[src/rtl/gpio_irq_pkg.sv]
package gpio_irq_pkg;
  typedef enum logic [2:0] {
    TRIG_OFF  = 3'd0,
    TRIG_HIGH = 3'd1,
    TRIG_LOW  = 3'd2,
    TRIG_SET  = 3'd3,
    TRIG_RSVD = 3'd4,
    TRIG_RISE = 3'd5,
    TRIG_FALL = 3'd6,
    TRIG_ANY  = 3'd7
  } trig_mode_e;

  localparam int OFF_MODE   = 120;
  localparam int OFF_SEL    = 124;
  localparam int OFF_ENABLE = 128;
  localparam int OFF_ACK    = 132;
  localparam int OFF_RAW    = 136;
  localparam int OFF_MASKED = 140;
endpackage

[src/rtl/gpio_irq_regs.sv]
module gpio_irq_regs
  import gpio_irq_pkg::*;
#(
  parameter int NGRP   = 8,
  parameter int SEL_W  = 4,
  parameter int ADDR_W = 8,
  parameter int DATA_W = 32
) (
  input  logic                   clk,
  input  logic                   rst,
  input  logic                   bus_en,
  input  logic                   bus_we,
  input  logic [ADDR_W-1:0]      bus_addr,
  input  logic [DATA_W-1:0]      bus_wdata,
  input  logic [NGRP-1:0]        pend_i,
  output logic [DATA_W-1:0]      bus_rdata,
  output logic [3*NGRP-1:0]      mode_o,
  output logic [SEL_W*NGRP-1:0]  sel_o,
  output logic [NGRP-1:0]        mask_o,
  output logic [NGRP-1:0]        ack_o
);
  localparam logic [ADDR_W-1:0] A_MODE   = ADDR_W'(OFF_MODE);
  localparam logic [ADDR_W-1:0] A_SEL    = ADDR_W'(OFF_SEL);
  localparam logic [ADDR_W-1:0] A_ENABLE = ADDR_W'(OFF_ENABLE);
  localparam logic [ADDR_W-1:0] A_ACK    = ADDR_W'(OFF_ACK);
  localparam logic [ADDR_W-1:0] A_RAW    = ADDR_W'(OFF_RAW);
  localparam logic [ADDR_W-1:0] A_MASKED = ADDR_W'(OFF_MASKED);

  logic                  wr_en, rd_en;
  logic [3*NGRP-1:0]     mode_q;
  logic [SEL_W*NGRP-1:0] sel_q;
  logic [NGRP-1:0]       mask_q;
  logic [DATA_W-1:0]     rdata_q, rdata_d;

  assign wr_en = bus_en & bus_we;
  assign rd_en = bus_en & ~bus_we;

  always_comb begin
    case (bus_addr)
      A_MODE:   rdata_d = DATA_W'(mode_q);
      A_SEL:    rdata_d = DATA_W'(sel_q);
      A_ENABLE: rdata_d = DATA_W'(mask_q);
      A_RAW:    rdata_d = DATA_W'(pend_i);
      A_MASKED: rdata_d = DATA_W'(pend_i & mask_q);
      default:  rdata_d = '0;
    endcase
  end

  always_ff @(posedge clk) begin
    if (rst) begin
      mode_q  <= '0;
      sel_q   <= '0;
      mask_q  <= '0;
      rdata_q <= '0;
    end else begin
      if (wr_en) begin
        case (bus_addr)
          A_MODE:   mode_q <= bus_wdata[3*NGRP-1:0];
          A_SEL:    sel_q  <= bus_wdata[SEL_W*NGRP-1:0];
          A_ENABLE: mask_q <= bus_wdata[NGRP-1:0];
          default:  ;
        endcase
      end
      if (rd_en) rdata_q <= rdata_d;
    end
  end

  assign ack_o     = (wr_en && bus_addr == A_ACK) ? bus_wdata[NGRP-1:0] : '0;
  assign mode_o    = mode_q;
  assign sel_o     = sel_q;
  assign mask_o    = mask_q;
  assign bus_rdata = rdata_q;

  // unknown offsets read back as zero on the following cycle
  a_r11_undef_reads_zero: assert property (@(posedge clk) disable iff (rst)
    (rd_en && bus_addr != A_MODE && bus_addr != A_SEL && bus_addr != A_ENABLE &&
     bus_addr != A_RAW && bus_addr != A_MASKED) |=> (bus_rdata == '0));

  // a write to the enable register is visible on the next cycle
  a_r2_enable_write: assert property (@(posedge clk) disable iff (rst)
    (wr_en && bus_addr == A_ENABLE) |=> (mask_o == $past(bus_wdata[NGRP-1:0])));
endmodule

[src/rtl/gpio_irq_group.sv]
module gpio_irq_group
  import gpio_irq_pkg::*;
#(
  parameter int NPINS = 128,
  parameter int NGRP  = 8,
  parameter int SEL_W = 4,
  parameter int G     = 0
) (
  input  logic             clk,
  input  logic             rst,
  input  logic [NPINS-1:0] pins_i,
  input  logic [SEL_W-1:0] sel_i,
  input  logic [2:0]       mode_i,
  input  logic             ack_i,
  output logic             pend_o
);
  localparam int IDX_W = $clog2(NPINS);

  logic [IDX_W-1:0] idx;
  logic tap, meta_q, sync_q, prev_q, pend_q, pend_d;
  logic rise, fall, edge_hit, edge_mode;

  // byte lane chosen by the selector, bit within the lane fixed by G
  assign idx = IDX_W'(sel_i) * IDX_W'(NGRP) + IDX_W'(G);
  assign tap = pins_i[idx];

  assign rise = sync_q & ~prev_q;
  assign fall = ~sync_q & prev_q;

  always_comb begin
    edge_hit  = 1'b0;
    edge_mode = 1'b0;
    pend_d    = 1'b0;
    case (trig_mode_e'(mode_i))
      TRIG_HIGH: pend_d = sync_q;
      TRIG_LOW:  pend_d = ~sync_q;
      TRIG_SET:  pend_d = 1'b1;
      TRIG_RISE: begin edge_mode = 1'b1; edge_hit = rise;        end
      TRIG_FALL: begin edge_mode = 1'b1; edge_hit = fall;        end
      TRIG_ANY:  begin edge_mode = 1'b1; edge_hit = rise | fall; end
      default:   pend_d = 1'b0;
    endcase
    if (edge_mode) pend_d = edge_hit | (pend_q & ~ack_i);
  end

  always_ff @(posedge clk) begin
    if (rst) begin
      meta_q <= 1'b0;
      sync_q <= 1'b0;
      prev_q <= 1'b0;
      pend_q <= 1'b0;
    end else begin
      meta_q <= tap;
      sync_q <= meta_q;
      prev_q <= sync_q;
      pend_q <= pend_d;
    end
  end

  assign pend_o = pend_q;

  // a detected edge always leaves the group pending, acknowledge or not
  a_r8_edge_beats_ack: assert property (@(posedge clk) disable iff (rst)
    (edge_hit && ack_i) |=> pend_q);

  // acknowledge without a fresh edge clears a latched edge
  a_r7_ack_clears: assert property (@(posedge clk) disable iff (rst)
    (edge_mode && ack_i && !edge_hit) |=> !pend_q);

  // forced and disabled modes
  a_r5_forced_set: assert property (@(posedge clk) disable iff (rst)
    (mode_i == 3'd3) |=> pend_q);
  a_r5_off_clear: assert property (@(posedge clk) disable iff (rst)
    (mode_i == 3'd0 || mode_i == 3'd4) |=> !pend_q);

  // level-high follows the synchronised pin one cycle later
  a_r4_level_follows: assert property (@(posedge clk) disable iff (rst)
    (mode_i == 3'd1) |=> (pend_q == $past(sync_q)));
endmodule

[src/rtl/gpio_group_irq.sv]
module gpio_group_irq
  import gpio_irq_pkg::*;
#(
  parameter int NUM_PORTS = 4,
  parameter int PORT_W    = 32,
  parameter int NGRP      = 8,
  parameter int ADDR_W    = 8,
  parameter int DATA_W    = 32
) (
  input  logic                        clk,
  input  logic                        rst,
  input  logic [NUM_PORTS*PORT_W-1:0] pins_i,
  input  logic                        bus_en,
  input  logic                        bus_we,
  input  logic [ADDR_W-1:0]           bus_addr,
  input  logic [DATA_W-1:0]           bus_wdata,
  output logic [DATA_W-1:0]           bus_rdata,
  output logic                        irq_o
);
  localparam int NPINS = NUM_PORTS * PORT_W;
  localparam int SEL_W = $clog2(NPINS / NGRP);

  logic [3*NGRP-1:0]     mode_w;
  logic [SEL_W*NGRP-1:0] sel_w;
  logic [NGRP-1:0]       mask_w, ack_w, pend_w;
  logic                  irq_q;

  gpio_irq_regs #(
    .NGRP(NGRP), .SEL_W(SEL_W), .ADDR_W(ADDR_W), .DATA_W(DATA_W)
  ) u_regs (
    .clk(clk), .rst(rst),
    .bus_en(bus_en), .bus_we(bus_we), .bus_addr(bus_addr), .bus_wdata(bus_wdata),
    .pend_i(pend_w), .bus_rdata(bus_rdata),
    .mode_o(mode_w), .sel_o(sel_w), .mask_o(mask_w), .ack_o(ack_w)
  );

  for (genvar g = 0; g < NGRP; g++) begin : g_grp
    gpio_irq_group #(
      .NPINS(NPINS), .NGRP(NGRP), .SEL_W(SEL_W), .G(g)
    ) u_grp (
      .clk(clk), .rst(rst), .pins_i(pins_i),
      .sel_i(sel_w[SEL_W*g +: SEL_W]),
      .mode_i(mode_w[3*g +: 3]),
      .ack_i(ack_w[g]),
      .pend_o(pend_w[g])
    );
  end

  always_ff @(posedge clk) begin
    if (rst) irq_q <= 1'b0;
    else     irq_q <= |(pend_w & mask_w);
  end

  assign irq_o = irq_q;

  // output follows the enabled pending set with one register stage
  a_r10_irq_tracks: assert property (@(posedge clk) disable iff (rst)
    1'b1 |=> (irq_o == $past(|(pend_w & mask_w))));

  // immediately after reset the line is quiet
  a_r1_reset_quiet: assert property (@(posedge clk)
    $past(rst) |-> !irq_o);
endmodule

[config.mk]
export PLATFORM = sky130hd
export DESIGN_NAME = gpio_group_irq
export DESIGN_NICKNAME = d
export VERILOG_FILES = /design/src/rtl/gpio_irq_pkg.sv /design/src/rtl/gpio_irq_regs.sv /design/src/rtl/gpio_irq_group.sv /design/src/rtl/gpio_group_irq.sv
export SDC_FILE = /design/constraint.sdc
export NUM_CORES = 1
export LEC_CHECK = 0
export ABC_CLOCK_PERIOD_IN_PS = 1700
export BUFFER_PORTS_ARGS = -buffer_cell sky130_fd_sc_hd__buf_2
export CAP_MARGIN = 10
export CORE_AREA = 2 2 122 124
export DETAILED_ROUTE_END_ITERATION = 8
export DIE_AREA = 0 0 124 126
export GPL_TIMING_DRIVEN = 0
export PLACE_DENSITY = 0.75
export SLEW_MARGIN = 10
export SYNTH_ARGS = -nofsm -noshare
export SYNTH_HDL_FRONTEND = slang
export SYNTH_SLANG_ARGS = --single-unit
[constraint.sdc]
create_clock -name clk -period 1.7 [get_ports clk]
set_input_delay 0.17 -clock clk [delete_from_list [all_inputs] [get_ports clk]]
set_output_delay 0.17 -clock clk [all_outputs]
set_load 0.005 [all_outputs]
## Word-level counts from Yosys, hierarchy flattened

Index checks and enable logic that the tools add are counted.

| word-level totals | value |
|---|---|
| register bits | 129 |
| input bits | 172 |
| output and inout bits | 33 |
| word-level logic and storage cells | 238 |

| operators by class | value |
|---|---|
| add/sub/neg operators | 7 |
| $lt $le $gt $ge | 8 |
| equality and inequality tests | 54 |
| muxes and demuxes | 50 |
| bitwise gates (word level) | 69 |
| reduce and logical (&&, ||, !) cells | 13 |

Operator list:

| kind | count |
|---|---|
| $pmux 32 s5 | 1 |
| $eq 3x3->1 const B | 24 |
| $lt 7x8->1 const B | 8 |
| $bmux 1 s7 | 7 |
| $eq 3x2->1 const B | 16 |
| $pmux 1 s3 | 16 |
| $eq 8x8->1 const B | 4 |
| $add 7x3->7 const B | 4 |
| $and 1x1->1 | 26 |
| $not 1->1 | 25 |
| $eq 3x1->1 const B | 8 |
| $mux 1 | 24 |
| $reduce_or 3->1 | 8 |
| $and 8x8->8 | 2 |
| $eq 8x7->1 const B | 2 |
| $or 1x1->1 | 16 |
| $add 7x2->7 const B | 2 |
| $mux 8 | 1 |
| $reduce_or 8->1 | 1 |
| $add 7x1->7 const B | 1 |
| $reduce_and 2->1 | 3 |
| $bmux 1 s4 | 1 |
| $logic_and 1x1->1 | 1 |

## Logic depth before layout (Yosys ltp)

| logic depth | value |
|---|---|
| word-level depth | 7 |
| mapped depth | 7 |
| mapped depth without buffers | 6 |

## Hierarchy

Synthesis repeated with hierarchy kept, for this count alone.

| unflattened totals | value |
|---|---|
| cell total of the unflattened synthesis | 741 |
| area, all modules | 6602.6 um^2 |

By module, submodules not included:

| module | instances | cells each | area an instance (um^2) | sequential area each (um^2) |
|---|---|---|---|---|
| gpio_irq_regs | 1 | 463 | 3981.3 | 1921.8 |
| gpio_irq_group | 8 | 34 | 320.3 | 80.1 |
| gpio_group_irq | 1 | 6 | 58.8 | 20.0 |

## Least setup slack after synthesis

OpenSTA, ideal clock, no wires.

| timing path | value |
|---|---|
| path kind | register to register |
| start | register u_regs.sel_q[8], in the netlist u_regs.sel_o[8] |
| end | register g_grp[2].u_grp.meta_q |
| library setup time | 128 ps |
| arrival | 1673 ps |
| required time | 1572 ps |
| path slack | -101 ps |
| stages on the path, launching flop included | 5 |
| buffers on the path | 1 |
| period minus slack after synthesis | 1801 ps |
| cells stage by stage | dfxtp_1 clkbuf_1 mux4_2 mux4_2 nor2b_1 |

| on the way | value |
|---|---|
| word-level cells in the longest chain between the ends | 3 |

RTL lines:

| item | line | text |
|---|---|---|
| from (decl) | gpio_irq_regs.sv:31 | `logic [SEL_W*NGRP-1:0] sel_q;` |
| from (signal assigned) | gpio_irq_regs.sv:59 | `A_SEL: sel_q <= bus_wdata[SEL_W*NGRP-1:0];` |
| $add 7x2->7 | gpio_irq_group.sv:24 | `assign idx = IDX_W'(sel_i) * IDX_W'(NGRP) + IDX_W'(G);` |
| $bmux 1 s7 | gpio_irq_group.sv:25 | `assign tap = pins_i[idx];` |
| $mux 1 (implied by the code) | gpio_irq_group.sv:25 |  |
| to (signal assigned) | gpio_irq_group.sv:53 | `meta_q <= tap;` |
| to (decl) | gpio_irq_group.sv:20 | `logic tap, meta_q, sync_q, prev_q, pend_q, pend_d;` |

Every way passes these cells. The select of a mux whose other input is x is not followed.
A chain may end at the register's enable or synchronous reset.

## Final worst setup path

| timing path | value |
|---|---|
| start | register u_regs.sel_q[4], in the netlist u_regs.sel_o[4] |
| end | register g_grp[1].u_grp.meta_q |

| on the way | value |
|---|---|
| word-level cells in the longest chain between the ends | 3 |

RTL lines:

| item | line |
|---|---|
| $add 7x1->7 | gpio_irq_group.sv:24 |
| $bmux 1 s7 | gpio_irq_group.sv:25 |
| $mux 1 (implied by the code) | gpio_irq_group.sv:25 |
| to (signal assigned) | gpio_irq_group.sv:53 |
| to (decl) | gpio_irq_group.sv:20 |

Every way passes these cells. The select of a mux whose other input is x is not followed.

==> impl_metrics.ini <==
[placement]
place.gp.congestion = 0.9515
place_hpwl_mm = 14.31
portBuffers = 203

[logic_synthesis]
synth_async_sr_flop_share_pct = 0
postSynthAreaPerCell_um2 = 9.123
ys_top_cells_by_count = nand2_1, dfxtp_1, a21oi_1
yosysTopAreaCellShare_pct = 40.27
synth.cell_area_mm2 = 0.006414
ys_types = 39
synthCells = 703
yosys.area.top_type = dfxtp_1
syn_nets = 891
synth-main-ff-cell = dfxtp_1
yosysMostFrequentCell = nand2_1
seq_area_frac_synth_pct = 40.27
yosys_register_bits = 129
ys.warnings.count = 0
synth_edf_count = 0
netlist_top_cells_area = dfxtp_1, mux4_2, nand2_1, a21oi_1, a22oi_1

[clock_tree]
cts_htree_levels = 4
path_clk_slew_ns = 0.06
cts_tree = built
clock-sinks = 129
clk_latency_ns = 0.42
cts_buffers = 17
cts_buffer_depth = 2
clockRootBuffer = clkbuf_16

[power]
p_per_area_mw_per_mm2 = 842.2
p_clk_share_pct = 50.3
ir_worst_vdd_uv = 721.6
power_frac_comb_pct = 7.3
seqPwrFrac_pct = 42.4
p_int_mw = 5.623
p_leak_nw = 3.343
switchingPower_mw = 1.595
netSwitchingFraction_pct = 22.10

[detailed_routing]
ant_nets = 0
route.final.wire_length_mm = 19.61
num_vias = 6430
wl_per_cell_um = 17.14
via_per_inst = 5.621
drtIter0Drc = 671
drc = 0
dr.pass1.iters = 5

[global_routing]
grt_pass1_vias = 6229
grt_max_degree = 17
track_usage_pct = 25.57
grt_pass1_wl_mm = 31.00
antenna_found_initial = 0
grt-ovfl-total = 0

[timing]
rsz0062_at_grt = yes
relSlewSlack_pct = 52.79
skew_ns = 0.005634
setup-tns-final_ns = -0.05184
drv_slew = 0
tightest_slew_ns = 0.7081
fin_ws_ns = -0.02053
final_hold_viol_count = 0
fin_crit_sh_pct = 101.2
whs_ns = 0.003093
final.min_clock_period_ns = 1.721
fmax_mhz = 581.2
setup_viol = 4

[floorplan]
die_w_um = 124
dieHeight_um = 126
boundaryPins = 205
core_area_mm2 = 0.01431
initial_core_util_pct = 44.81
die_area_mm2 = 0.01562
row_count = 44

[layout]
fill_cells = 1295
antenna_cells = 0
drive_gt1_share_pct = 33.33
synthToLayoutAreaGrowth_pct = 33.63
fin_nets = 1135

[setup_path]
critPathCaptureType = flip-flop
worstSetupStartpointType = flip-flop
crit_type = flip-flop to flip-flop
worst-path-max-fanout = 5
cp_data_required_time_ns = 1.97
crit_arrival_ns = 1.99

[run_status]
violations = setup timing
run_status = finished, violations left

[hold_path]
min_path_type = input port to flip-flop

[job]
cap_violations = 0
[final timing paths]
check / to / slack, ns / cells past startpoint / from
min reg2reg: g_grp[5].u_grp.sync_q$_SDFF_PP0_ / 0.44 / 1 / g_grp[5].u_grp.meta_q$_SDFF_PP0_
max reg2reg: g_grp[1].u_grp.meta_q$_SDFF_PP0_ / -0.02 / 4 / u_regs.sel_o[4]$_SDFFE_PP0P_
max: g_grp[1].u_grp.meta_q$_SDFF_PP0_ / -0.02 / 4 / u_regs.sel_o[4]$_SDFFE_PP0P_
min: u_regs.sel_o[15]$_SDFFE_PP0P_ / 0.003 / 3 / bus_wdata[15]
[layout by cell type, fill, tap and decap left out, types with 8 or more instances in the layout]
cell type      instances
a21boi_0               8
a21oi_1               88
a22o_1                 9
a22oi_1               27
and3_1                 8
buf_2                216
buf_4                 10
buf_8                  8
clkbuf_1              31
clkbuf_16             17
dfxtp_1              121
dfxtp_2                8
dlygate4sd3_1         12
ha_1                  16
inv_1                 17
mux2i_1                8
mux4_2                40
nand2_1              146
nand2b_1               9
nand3_1               25
nor2_1                20
nor2b_1               18
nor3_1                15
o2111ai_1              8
o211ai_1               8
o21a_1                 8
o221ai_1               8
or3_1                 17
[what timing repair did]
item                                    in CTS  in global routing
endpoints found under the setup margin       8                 51
resized for setup                           20                 17
endpoints found under the hold margin       12                  0
cloned                                       0                  0
hold buffers                                12                  0
setup buffers                                7                  3
[worst max-delay path: stages (launching register included)]
cell and delay [ns]:
dfxtp_2 0.33, buf_8 0.12, mux4_2 0.49, mux4_2 0.48, nor2b_1 0.16
[through the flow]
step | util, % | area [um2] | worst slack (ns) | power [mW] | instances
final | 59.88 | 8571 | -0.02053 | 7.218 | 1144
after global routing | 59.88 | 8571 | -0.06153 | 7.415 | 1144
after CTS | 59.46 | 8511 | -0.04850 | 7.216 | 1141
after detailed placement | 53.58 | 7670 | -0.3413 | 3.619 | 1090
after global placement | 53.58 | 7670 | -0.3657 | 3.608 | 1090
after floorplan | - | 6424 | 0.02450 | 3.329 | 703
[per-layer routing]
metal / share of wire [%] / GRT usage (%) / up-vias
met2: 49 / 42.47 / 298
met4: 2.5 / 8.394 / 0
met1: 41 / 32.63 / 3067
li1: - / - / 3029
met3: 7.5 / 6.114 / 36
met5: 0 / 0 / -
[sequential cells by signal, indices dropped and copies added, names as in the netlist]
name,count
u_regs.sel_o,32
g_grp.u_grp.prev_q,8
irq_o,1
g_grp.u_grp.meta_q,8
g_grp.u_grp.sync_q,8
u_regs.mode_o,24
u_regs.mask_o,8
g_grp.u_grp.pend_o,8
u_regs.bus_rdata,32
[layout make-up]
cell class              instances  area (um2)  share of cell area (%)
multi-input cells             503        3555                   41.47
flip-flops and latches        129        2592                   30.25
repair buffers                225        1211                   14.13
clock buffers                  23       488.0                   5.693
plain buffers                  54       325.3                   3.796
well taps                     184       230.2                   2.686
clock inverters                 9       105.1                   1.226
inverters                      17       63.81                  0.7445
[cells by family after synthesis]
| kind of cell | share of synthesized area, % |
|---|---|
| and+or+nand+nor | 20.07 |
| DFF | 40.27 |
| buffers and inverters | 4.643 |
| muxes | 15.29 |
| adders and majority gates | 3.121 |
| AOI/OAI and AO/OA | 16.60 |
[power groups by stage]
stage	Clock [mW]	Combinational, mW	Sequential, mW
finish	3.63	0.526	3.06
global route	3.78	0.572	3.06
CTS	3.64	0.517	3.06
detailed placement	0	0.491	3.13
global placement	0	0.481	3.13
floorplan	0	0.206	3.12
Power figures use the tool's default switching activity.
